--- config.mk ---
export PLATFORM = sky130hd
export DESIGN_NAME = spi_fifo_wm_unit
export DESIGN_NICKNAME = d
export VERILOG_FILES = /design/src/rtl/spi_fifo_pkg.sv /design/src/rtl/spi_fifo_lane.sv /design/src/rtl/spi_fifo_marks.sv /design/src/rtl/spi_fifo_flags.sv /design/src/rtl/spi_fifo_wm_unit.sv
export SDC_FILE = /design/constraint.sdc
export NUM_CORES = 1
export LEC_CHECK = 0
export BUFFER_PORTS_ARGS = -buffer_cell sky130_fd_sc_hd__buf_2
export CORE_ASPECT_RATIO = 1.2
export CORE_UTILIZATION = 40
export CTS_BUF_LIST = sky130_fd_sc_hd__clkbuf_8
export DETAILED_ROUTE_END_ITERATION = 10
export PLACE_DENSITY = 0.55
export SLEW_MARGIN = 20
export SYNTH_ARGS = -nofsm -noshare
export SYNTH_HDL_FRONTEND = slang
export SYNTH_SLANG_ARGS = --single-unit
--- constraint.sdc ---
create_clock -name clk -period 5.3 [get_ports clk]
set_clock_uncertainty 0.2 [all_clocks]
set_input_delay 0.795 -clock clk [delete_from_list [all_inputs] [get_ports clk]]
set_output_delay 0.795 -clock clk [all_outputs]
set_load 0.1 [all_outputs]
--- src/rtl/spi_fifo_pkg.sv ---
package spi_fifo_pkg;

    typedef enum logic [1:0] {
        LN_EMPTY   = 2'd0,
        LN_PARTIAL = 2'd1,
        LN_FULL    = 2'd2
    } lane_state_e;

    // status bit positions
    localparam int ST_RX_EMPTY      = 0;
    localparam int ST_TX_FULL       = 1;
    localparam int ST_TX_NEAR_EMPTY = 2;
    localparam int ST_RX_NEAR_FULL  = 3;

    // interrupt source positions
    localparam int SRC_RX_FULL       = 0;
    localparam int SRC_TX_EMPTY      = 1;
    localparam int SRC_RX_NEAR_FULL  = 2;
    localparam int SRC_TX_NEAR_EMPTY = 3;

    // error field positions (placed at 7:4 of the read word)
    localparam int ERR_RX_OVF = 0;
    localparam int ERR_TX_OVF = 1;
    localparam int ERR_RX_UNF = 2;
    localparam int ERR_TX_UNF = 3;

    // source conditions that are true out of reset (tx empty, tx near-empty)
    localparam logic [3:0] SRC_COND_RESET = 4'b1010;

endpackage

--- src/rtl/spi_fifo_lane.sv ---
module spi_fifo_lane
    import spi_fifo_pkg::*;
#(
    parameter int DEPTH = 8,
    parameter int W     = 8
) (
    input  logic                         clk,
    input  logic                         rst_n,
    input  logic                         single_buf,
    input  logic                         push,
    input  logic [W-1:0]                 push_data,
    input  logic                         pop,
    output logic [W-1:0]                 pop_data,
    output logic [$clog2(DEPTH+1)-1:0]   level,
    output logic                         is_empty,
    output logic                         is_full,
    output logic                         ovf_evt,
    output logic                         unf_evt
);
    localparam int AW = (DEPTH > 1) ? $clog2(DEPTH) : 1;
    localparam int CW = $clog2(DEPTH + 1);
    localparam logic [CW-1:0] FULL_LVL = CW'(DEPTH);
    localparam logic [AW-1:0] LAST_IDX = AW'(DEPTH - 1);
    localparam logic [CW-1:0] ONE      = CW'(1);

    lane_state_e     state_q, state_d;
    logic [W-1:0]    mem_q [DEPTH];
    logic [AW-1:0]   wr_q, rd_q;
    logic [CW-1:0]   cnt_q;
    logic [CW-1:0]   cap;
    logic            take, give;

    // accepted operations: judged on the state before the edge
    always_comb begin
        cap  = single_buf ? ONE : FULL_LVL;
        take = push && (state_q != LN_FULL);
        give = pop  && (state_q != LN_EMPTY);
    end

    // occupancy machine: next state
    always_comb begin
        state_d = state_q;
        unique case (state_q)
            LN_EMPTY: begin
                if (take) begin
                    state_d = (cap == ONE) ? LN_FULL : LN_PARTIAL;      // take-first
                end
            end
            LN_PARTIAL: begin
                if (take && !give && (cnt_q + ONE >= cap)) begin
                    state_d = LN_FULL;                                   // fill
                end else if (give && !take && (cnt_q == ONE)) begin
                    state_d = LN_EMPTY;                                  // drain
                end
            end
            LN_FULL: begin
                if (give) begin
                    state_d = (cnt_q == ONE) ? LN_EMPTY : LN_PARTIAL;   // release
                end
            end
            default: state_d = LN_EMPTY;
        endcase
    end

    // state register
    always_ff @(posedge clk or negedge rst_n) begin
        if (!rst_n) begin
            state_q <= LN_EMPTY;
        end else begin
            state_q <= state_d;
        end
    end

    // pointers and level
    always_ff @(posedge clk or negedge rst_n) begin
        if (!rst_n) begin
            wr_q  <= '0;
            rd_q  <= '0;
            cnt_q <= '0;
        end else begin
            if (take) begin
                wr_q <= (wr_q == LAST_IDX) ? '0 : wr_q + AW'(1);
            end
            if (give) begin
                rd_q <= (rd_q == LAST_IDX) ? '0 : rd_q + AW'(1);
            end
            unique case ({take, give})
                2'b10:   cnt_q <= cnt_q + ONE;
                2'b01:   cnt_q <= cnt_q - ONE;
                default: cnt_q <= cnt_q;
            endcase
        end
    end

    // storage
    always_ff @(posedge clk) begin
        if (take) begin
            mem_q[wr_q] <= push_data;
        end
    end

    // outputs
    always_comb begin
        is_empty = (state_q == LN_EMPTY);
        is_full  = (state_q == LN_FULL);
        level    = cnt_q;
        pop_data = is_empty ? '0 : mem_q[rd_q];
        ovf_evt  = push && is_full;
        unf_evt  = pop && is_empty;
    end

endmodule

--- src/rtl/spi_fifo_marks.sv ---
module spi_fifo_marks #(
    parameter int DEPTH = 8
) (
    input  logic                       single_buf,
    input  logic                       tx_sel,
    input  logic                       rx_sel,
    input  logic [$clog2(DEPTH+1)-1:0] tx_level,
    input  logic [$clog2(DEPTH+1)-1:0] rx_level,
    input  logic                       tx_empty,
    input  logic                       rx_full,
    output logic                       tx_near_empty,
    output logic                       rx_near_full
);
    localparam int CW = $clog2(DEPTH + 1);
    localparam logic [CW-1:0] QUARTER  = CW'(DEPTH / 4);
    localparam logic [CW-1:0] HALF     = CW'(DEPTH / 2);
    localparam logic [CW-1:0] THREE_QT = CW'((3 * DEPTH) / 4);

    logic [CW-1:0] tx_lim, rx_lim;

    always_comb begin
        tx_lim = tx_sel ? HALF : QUARTER;
        rx_lim = rx_sel ? HALF : THREE_QT;
        if (single_buf) begin
            tx_near_empty = tx_empty;
            rx_near_full  = rx_full;
        end else begin
            tx_near_empty = (tx_level <= tx_lim);
            rx_near_full  = (rx_level >= rx_lim);
        end
    end

endmodule

--- src/rtl/spi_fifo_flags.sv ---
module spi_fifo_flags
    import spi_fifo_pkg::*;
#(
    parameter int              NSRC     = 4,
    parameter int              NERR     = 4,
    parameter logic [NSRC-1:0] COND_RST = SRC_COND_RESET
) (
    input  logic            clk,
    input  logic            rst_n,
    input  logic [NSRC-1:0] cond,
    input  logic            clr_en,
    input  logic            clr_wr,
    input  logic [NSRC-1:0] clr_mask,
    input  logic [NERR-1:0] err_evt,
    input  logic            err_rd,
    output logic [NSRC-1:0] src,
    output logic [NERR-1:0] err
);
    logic            clr_go;
    logic [NERR-1:0] err_q;

    assign clr_go = clr_en && clr_wr;

    for (genvar i = 0; i < NSRC; i++) begin : g_src
        logic cond_q;
        logic hit_q;
        always_ff @(posedge clk or negedge rst_n) begin
            if (!rst_n) begin
                cond_q <= COND_RST[i];
                hit_q  <= 1'b0;
            end else begin
                cond_q <= cond[i];
                if (cond[i] && !cond_q) begin
                    hit_q <= 1'b1;
                end else if (clr_go && clr_mask[i]) begin
                    hit_q <= 1'b0;
                end
            end
        end
        assign src[i] = hit_q;
    end

    // clear-on-read keeps only events that arrive with the read
    always_ff @(posedge clk or negedge rst_n) begin
        if (!rst_n) begin
            err_q <= '0;
        end else if (err_rd) begin
            err_q <= err_evt;
        end else begin
            err_q <= err_q | err_evt;
        end
    end

    assign err = err_q;

endmodule

--- src/rtl/spi_fifo_wm_unit.sv ---
module spi_fifo_wm_unit
    import spi_fifo_pkg::*;
#(
    parameter int DEPTH = 8,
    parameter int W     = 8
) (
    input  logic         clk,
    input  logic         rst_n,
    input  logic         cfg_fifo_en,
    input  logic         cfg_tx_mark,
    input  logic         cfg_rx_mark,
    input  logic         cfg_clr_en,
    input  logic         cfg_tx_dma_en,
    input  logic         cfg_rx_dma_en,
    input  logic         tx_push,
    input  logic [W-1:0] tx_push_data,
    input  logic         tx_pop,
    output logic [W-1:0] tx_pop_data,
    input  logic         rx_push,
    input  logic [W-1:0] rx_push_data,
    input  logic         rx_pop,
    output logic [W-1:0] rx_pop_data,
    output logic [3:0]   status,
    input  logic         err_rd,
    output logic [7:0]   err_rd_data,
    input  logic         irq_clr_wr,
    input  logic [3:0]   irq_clr_mask,
    output logic [3:0]   irq_src,
    output logic         irq_rx,
    output logic         irq_tx,
    output logic         tx_dma_req,
    output logic         rx_dma_req
);
    localparam int CW = $clog2(DEPTH + 1);

    logic          single_buf;
    logic [CW-1:0] tx_level, rx_level;
    logic          tx_empty, tx_full, rx_empty, rx_full;
    logic          tx_ovf, tx_unf, rx_ovf, rx_unf;
    logic          tx_ne, rx_nf;
    logic [3:0]    cond, err_evt, err;

    assign single_buf = !cfg_fifo_en;

    spi_fifo_lane #(.DEPTH(DEPTH), .W(W)) u_tx_lane (
        .clk(clk), .rst_n(rst_n), .single_buf(single_buf),
        .push(tx_push), .push_data(tx_push_data), .pop(tx_pop),
        .pop_data(tx_pop_data), .level(tx_level),
        .is_empty(tx_empty), .is_full(tx_full),
        .ovf_evt(tx_ovf), .unf_evt(tx_unf)
    );

    spi_fifo_lane #(.DEPTH(DEPTH), .W(W)) u_rx_lane (
        .clk(clk), .rst_n(rst_n), .single_buf(single_buf),
        .push(rx_push), .push_data(rx_push_data), .pop(rx_pop),
        .pop_data(rx_pop_data), .level(rx_level),
        .is_empty(rx_empty), .is_full(rx_full),
        .ovf_evt(rx_ovf), .unf_evt(rx_unf)
    );

    spi_fifo_marks #(.DEPTH(DEPTH)) u_marks (
        .single_buf(single_buf), .tx_sel(cfg_tx_mark), .rx_sel(cfg_rx_mark),
        .tx_level(tx_level), .rx_level(rx_level),
        .tx_empty(tx_empty), .rx_full(rx_full),
        .tx_near_empty(tx_ne), .rx_near_full(rx_nf)
    );

    spi_fifo_flags #(.NSRC(4), .NERR(4), .COND_RST(SRC_COND_RESET)) u_flags (
        .clk(clk), .rst_n(rst_n), .cond(cond),
        .clr_en(cfg_clr_en), .clr_wr(irq_clr_wr), .clr_mask(irq_clr_mask),
        .err_evt(err_evt), .err_rd(err_rd),
        .src(irq_src), .err(err)
    );

    // output process
    always_comb begin
        cond                    = '0;
        cond[SRC_RX_FULL]       = rx_full;
        cond[SRC_TX_EMPTY]      = tx_empty;
        cond[SRC_RX_NEAR_FULL]  = rx_nf;
        cond[SRC_TX_NEAR_EMPTY] = tx_ne;

        err_evt             = '0;
        err_evt[ERR_RX_OVF] = rx_ovf;
        err_evt[ERR_TX_OVF] = tx_ovf;
        err_evt[ERR_RX_UNF] = rx_unf;
        err_evt[ERR_TX_UNF] = tx_unf;

        status                   = '0;
        status[ST_RX_EMPTY]      = rx_empty;
        status[ST_TX_FULL]       = tx_full;
        status[ST_TX_NEAR_EMPTY] = tx_ne;
        status[ST_RX_NEAR_FULL]  = rx_nf;

        err_rd_data = {err, 4'b0000};

        irq_rx     = (irq_src[SRC_RX_FULL] | irq_src[SRC_RX_NEAR_FULL]) & !cfg_rx_dma_en;
        irq_tx     = (irq_src[SRC_TX_EMPTY] | irq_src[SRC_TX_NEAR_EMPTY]) & !cfg_tx_dma_en;
        tx_dma_req = cfg_tx_dma_en & tx_ne;
        rx_dma_req = cfg_rx_dma_en & !rx_empty;
    end

endmodule

==> impl_metrics.json, run 1 <==
{
  "critPathMaxStageDelay_ps": 1030,
  "dieArea_um2": 18300,
  "ant_nets": 0,
  "rsz0062_at_grt": "false",
  "area_delta_synth_final_pct": 12.6,
  "die_w_um": 124,
  "drc": 0,
  "hp-class": "input pin to async pin",
  "finalSetupViolCount": 0,
  "cts.clk_slew.worst_paths_ps": 100,
  "avgSynthCellArea_um2": 16.6,
  "post_cts_resized": 0,
  "synth_ff_type": "edfxtp_1",
  "cts_tree": "yes",
  "startpoint_type": "flop",
  "wl_per_cell_um": 18.3,
  "ys_seq_elements": 164,
  "start_util_pct": 40.8,
  "insertion_delay_ps": 450,
  "seq_area_frac_synth_pct": 66.7,
  "cp.arrival_ps": 2700,
  "antennaDiodeCount": 0,
  "crit_path_start": "u_tx_lane.rd_q[0]",
  "final_cell_mix": "edfxtp_1, buf_2, dfrtp_1",
  "drt-initial-drc-count": 216,
  "synth_enable_flop_cells": 128,
  "synth_cell_types": 44,
  "io_pins": 70,
  "dp_hpwl_um": 8870,
  "cts-root-buf": "clkbuf_8",
  "core_um2": 17400,
  "nets": 554,
  "clockBufferDepth": 2,
  "instances_no_fill": 728,
  "fmax_mhz": 271,
  "syn_inst": 429,
  "finalHoldViolations": 0,
  "crit_chain": "mux4_1 -> a22o_1 -> buf_2",
  "vias_per_cell": 5.17,
  "yosys_warnings": 0,
  "drtPass1Iterations": 5,
  "cts.sinks": 164,
  "fin_crit_sh_pct": 69.6,
  "timing.rr.end": "u_tx_lane.mem_q[7][2]",
  "cts_max_level": 4,
  "grt.overflow.total": 0,
  "die_h_um": 148,
  "reg2reg_slack_ps": 2850,
  "crit_path_end_kind": "primary output",
  "postCtsSetupBuffers": 0,
  "routed_wl_um": 13300,
  "synth_area_um2": 7120,
  "synthArstFlopShare_pct": 22.0,
  "ff2ff_path_depth": 5,
  "tightest_slew_ps": 1030,
  "cp_max_fo": 19,
  "gp_congestion": 0.743,
  "slew_viol_final": 0,
  "grt_usage_pct": 15.9,
  "grt_antenna_before_repair": 0,
  "placed_cells": 696,
  "postCtsHoldBufs": 0,
  "fin_crit_ps": 3690,
  "grt_pass1_vias": 3974,
  "num_vias": 3763,
  "setup-tns-final_ps": 0,
  "endpoint": "tx_pop_data[1]",
  "portBuffers": 65,
  "r2r_start": "u_tx_lane.state_q[0]",
  "rows": 53,
  "cp.required_ps": 4300,
  "max-cap-violations": 0,
  "slowest_stage": "dfrtp_1",
  "grt_pass1_wl_um": 21100,
  "max_slew_margin_pct": 31.4,
  "critical_path_class": "flop to primary output",
  "hold_slack_ps": 235,
  "layout-drive-gt1-share_pct": 26.4,
  "cts_buffers": 17,
  "grt_max_degree": 37,
  "status": "completed",
  "final_core_util_pct": 46.0,
  "layout_commonest_cell": "edfxtp_1"
}
layer usage:
| metal | up-vias | wire length [um] | global-route usage, % |
|---|---|---|---|
| met2 | 66 | 7160 | 28.2 |
| met3 | 13 | 442 | 4.18 |
| met1 | 1904 | 5520 | 18.2 |
| met5 | - | 0 | 0 |
| li1 | 1780 | - | - |
| met4 | 0 | 176 | 5.54 |
Yosys cell counts, types with 7 or more instances:
cell      number  share of area (%)
dfrtp_1       34                 12
a22o_1        16                2.0
nand3_1        7               0.49
edfxtp_1     128                 54
mux4_2        16                5.1
o21ai_0       13               0.91
ha_1          25                4.4
xnor2_1        8               0.98
nand2b_1      13                1.1
nor3_1        13               0.91
nand2_1       20                1.1
nor2_1        19                1.0
buf_4         12                1.3
mux4_1        16                5.9
inv_1         22                1.2
buf_2          7               0.49
cell type report:
| type | count | area, um2 |
|---|---|---|
| Fill cell | 1526 | 9420 |
| Sequential cell | 164 | 4750 |
| Multi-Input combinational cell | 220 | 2130 |
| Timing Repair Buffer | 70 | 363 |
| Tap cell | 220 | 275 |
| Clock buffer | 17 | 234 |
| Clock inverter | 15 | 186 |
| Inverter | 22 | 82.6 |
worst min-delay path by stage:
stage / slack [ps] / depth (start not counted) / startpoint / end
2_1_floorplan: 210 / 1 / u_flags.g_src[0].cond_q / u_flags.g_src[0].hit_q
3_3_place_gp: 230 / 1 / u_flags.g_src[2].cond_q / u_flags.g_src[2].hit_q
3_5_place_dp: 250 / 1 / u_flags.g_src[2].cond_q / u_flags.g_src[2].hit_q
4_1_cts: 240 / 1 / rst_n / u_tx_lane.level[2]
5_1_grt: 270 / 1 / u_flags.g_src[0].cond_q / u_flags.g_src[0].hit_q
6_report: 240 / 1 / rst_n / u_tx_lane.level[2]
through the flow:
step | area (um2) | worst slack [ps]
finish | 8020 | 1610
global route | 8020 | 1400
CTS | 8020 | 1480
detailed placement | 7600 | 2010
global placement | 7600 | 2050
floorplan | 7130 | 1470
critical path: cells and delay by family, from the launching register on:
kind                   cells  cell delay (ps)
AOI/OAI and AO/OA          1              250
buffers and inverters      1              290
DFF                        1             1030
muxes                      1              670
flip-flops by register name (all words and copies together) (netlist names):
| register | flops |
|---|---|
| u_rx_lane.mem_q | 64 |
| u_tx_lane.mem_q | 64 |
| u_flags.err | 4 |
| u_flags.g_src.cond_q | 4 |
| u_flags.g_src.hit_q | 4 |
| u_rx_lane.level | 4 |
| u_tx_lane.level | 4 |
| u_rx_lane.rd_q | 3 |
| u_rx_lane.wr_q | 3 |
| u_tx_lane.rd_q | 3 |
| u_tx_lane.wr_q | 3 |
| u_rx_lane.state_q | 2 |
| u_tx_lane.state_q | 2 |
logic make-up after synthesis:
family	count (synthesis)	synth area share [%]
AOI/OAI and AO/OA	54	5.41
xor gates and xnor gates	12	1.48
adders and majority gates	25	4.39
buffers and inverters	48	3.95
DFF	164	66.7
muxes	40	12.2
other	1	0.0527
and+or+nand+nor	85	5.87
Power of run 1 is not shown: default switching activity piles up to over one toggle a cycle in this logic, so the estimate is an artifact.
==> run 2: changes to the inputs <==
Settings changed: ABC_AREA set to 1.
Clock period 5.3 ns to 3.45 ns, I/O delays scaled along.
==> impl_metrics.json, run 2 <==
{
  "fin_crit_sh_pct": 89.1,
  "cts_buffers": 17,
  "syn_inst": 683,
  "io_pins": 70,
  "reg2reg_slack_ps": 1110,
  "drtPass1Iterations": 5,
  "cp.required_ps": 2730,
  "wl_per_cell_um": 15.9,
  "rows": 54,
  "synth_ff_type": "edfxtp_1",
  "portBuffers": 65,
  "die_w_um": 126,
  "max_slew_margin_pct": 33.2,
  "synth_top_area_cell": "edfxtp_1",
  "r2r_start": "u_rx_lane.state_q[0]",
  "slew_viol_final": 0,
  "yosys.area.top_type_share_pct": 52.1,
  "rsz0062_at_grt": "false",
  "layout-drive-gt1-share_pct": 15.1,
  "cts.clk_slew.worst_paths_ps": 90,
  "grt_max_degree": 37,
  "start_util_pct": 40.7,
  "dp_hpwl_um": 10200,
  "grt_antenna_before_repair": 0,
  "final_area_um2": 8190,
  "dieArea_um2": 19000,
  "dpl_cell_area_um2": 7800,
  "cp_max_fo": 18,
  "reg_top3": "u_rx_lane.mem_q: 64 flops, u_tx_lane.mem_q: 64 flops",
  "layout_commonest_cell": "nor2_1",
  "synth_area_um2": 7370,
  "yosys_warnings": 0,
  "cp.arrival_ps": 2360,
  "startpoint_type": "flop",
  "insertion_delay_ps": 450,
  "fmax_mhz": 325,
  "die_h_um": 151,
  "grt.overflow.total": 0,
  "hold_path_end": "u_flags.err[1]",
  "core_um2": 18100,
  "grt_pass1_wl_um": 25300,
  "cts_max_level": 4,
  "finalHoldViolations": 0,
  "cts.sinks": 164,
  "synth_enable_flop_cells": 128,
  "critical_path_class": "flop to primary output",
  "status": "completed",
  "routed_wl_um": 15500,
  "ant_nets": 0,
  "crit_path_end_kind": "primary output",
  "ys_top_cells_by_count": "nor2_1, edfxtp_1, o21ai_0",
  "synth_cell_types": 30,
  "synthArstFlopShare_pct": 22.0,
  "drc": 0,
  "clockBufferDepth": 2,
  "hold_depth": 2,
  "nets": 801,
  "timing.rr.end": "u_rx_lane.mem_q[1][6]",
  "synth.most_common_cell": "nor2_1",
  "drt-initial-drc-count": 296,
  "fin_crit_ps": 3070,
  "area_delta_synth_final_pct": 11.0,
  "grt_pass1_vias": 4978,
  "cts-root-buf": "clkbuf_8",
  "vias_per_cell": 5.00,
  "max-cap-violations": 0,
  "setup-tns-final_ps": 0,
  "netlist_top_cells_area": "edfxtp_1, dfrtp_1, nor2_1",
  "hp-class": "input pin to flop",
  "final_cell_mix": "nor2_1, edfxtp_1, o21ai_0",
  "tightest_slew_ps": 998,
  "num_vias": 4889,
  "cts_tree": "yes",
  "ff2ff_path_depth": 6,
  "antennaDiodeCount": 0,
  "avgSynthCellArea_um2": 10.8,
  "gp_congestion": 0.797,
  "finalSetupViolCount": 0,
  "grt_usage_pct": 17.6,
  "hold_start": "err_rd",
  "seq_area_frac_synth_pct": 64.4,
  "ys_seq_elements": 164
}
## run 2: per-stage QoR
| step | utilization (%) | setup slack, ps | hold WS, ps | instances |
|---|---|---|---|---|
| 3_5_place_dp | 43.1 | 583 | 222 | 946 |
| 4_1_cts | 45.2 | 65.7 | 91.1 | 978 |
| 2_1_floorplan | - | 157 | 21.9 | 686 |
| 3_3_place_gp | 43.1 | 594 | 222 | 946 |
| 5_1_grt | 45.2 | 129 | 109 | 978 |
| 6_report | 45.2 | 376 | 120 | 978 |
## run 2: final cells by class
| cell class | count | area (um2) |
|---|---|---|
| clock inverters | 14 | 130 |
| flip-flops and latches | 164 | 4750 |
| multi-input cells | 426 | 2170 |
| repair buffers | 73 | 388 |
| clock buffers | 17 | 234 |
| inverters | 60 | 230 |
| well taps | 224 | 280 |
| fillers | 1698 | 9920 |
## run 2: critical path: stages, from the launching register on
cell and delay [ps]:
dfrtp_2 600, buf_4 290, nor2_1 70, nor2_1 80, o21ai_0 100, o21ai_0 90, o21ai_0 110, nor2_1 130
buf_2 430
## run 2: worst max-delay path by stage
stage                      startpoint              to  slack (ps)  cells after the start
detailed placement  u_tx_lane.rd_q[0]  tx_pop_data[0]         580                      6
finish              u_tx_lane.rd_q[0]  tx_pop_data[0]         380                      8
global placement    u_tx_lane.rd_q[1]  tx_pop_data[5]         590                      5
floorplan                 cfg_tx_mark      tx_dma_req         160                      7
CTS                 u_tx_lane.rd_q[1]  tx_pop_data[1]          70                      5
global route        u_rx_lane.rd_q[0]  rx_pop_data[4]         130                      8
## run 2: what timing repair did
item,CTS,global route
setup endpoints to repair,0,15
buffers inserted,0,0
hold buffers,1,0
resized for setup,0,7
endpoints found under the hold margin,34,0
## run 2: logic make-up after synthesis
logic type | count (synthesis) | synth area share (%)
AO/OA/AOI/OAI | 138 | 10.7
XOR/XNOR | 10 | 1.19
adder cells (fa/ha/maj) | 25 | 4.24
buffers and inverters | 96 | 6.30
flip-flops | 164 | 64.4
other | 1 | 0.0509
AND/OR/NAND/NOR | 249 | 13.2
## run 2: per-layer routing
layer | global-route usage, % | up-vias | wire [um]
met4 | 6.33 | 0 | 214
met3 | 3.59 | 18 | 522
met2 | 32.5 | 91 | 8180
met5 | 0 | - | 0
li1 | - | 2430 | -
met1 | 20.2 | 2350 | 6600
Power of run 2 is left out for the same reason.
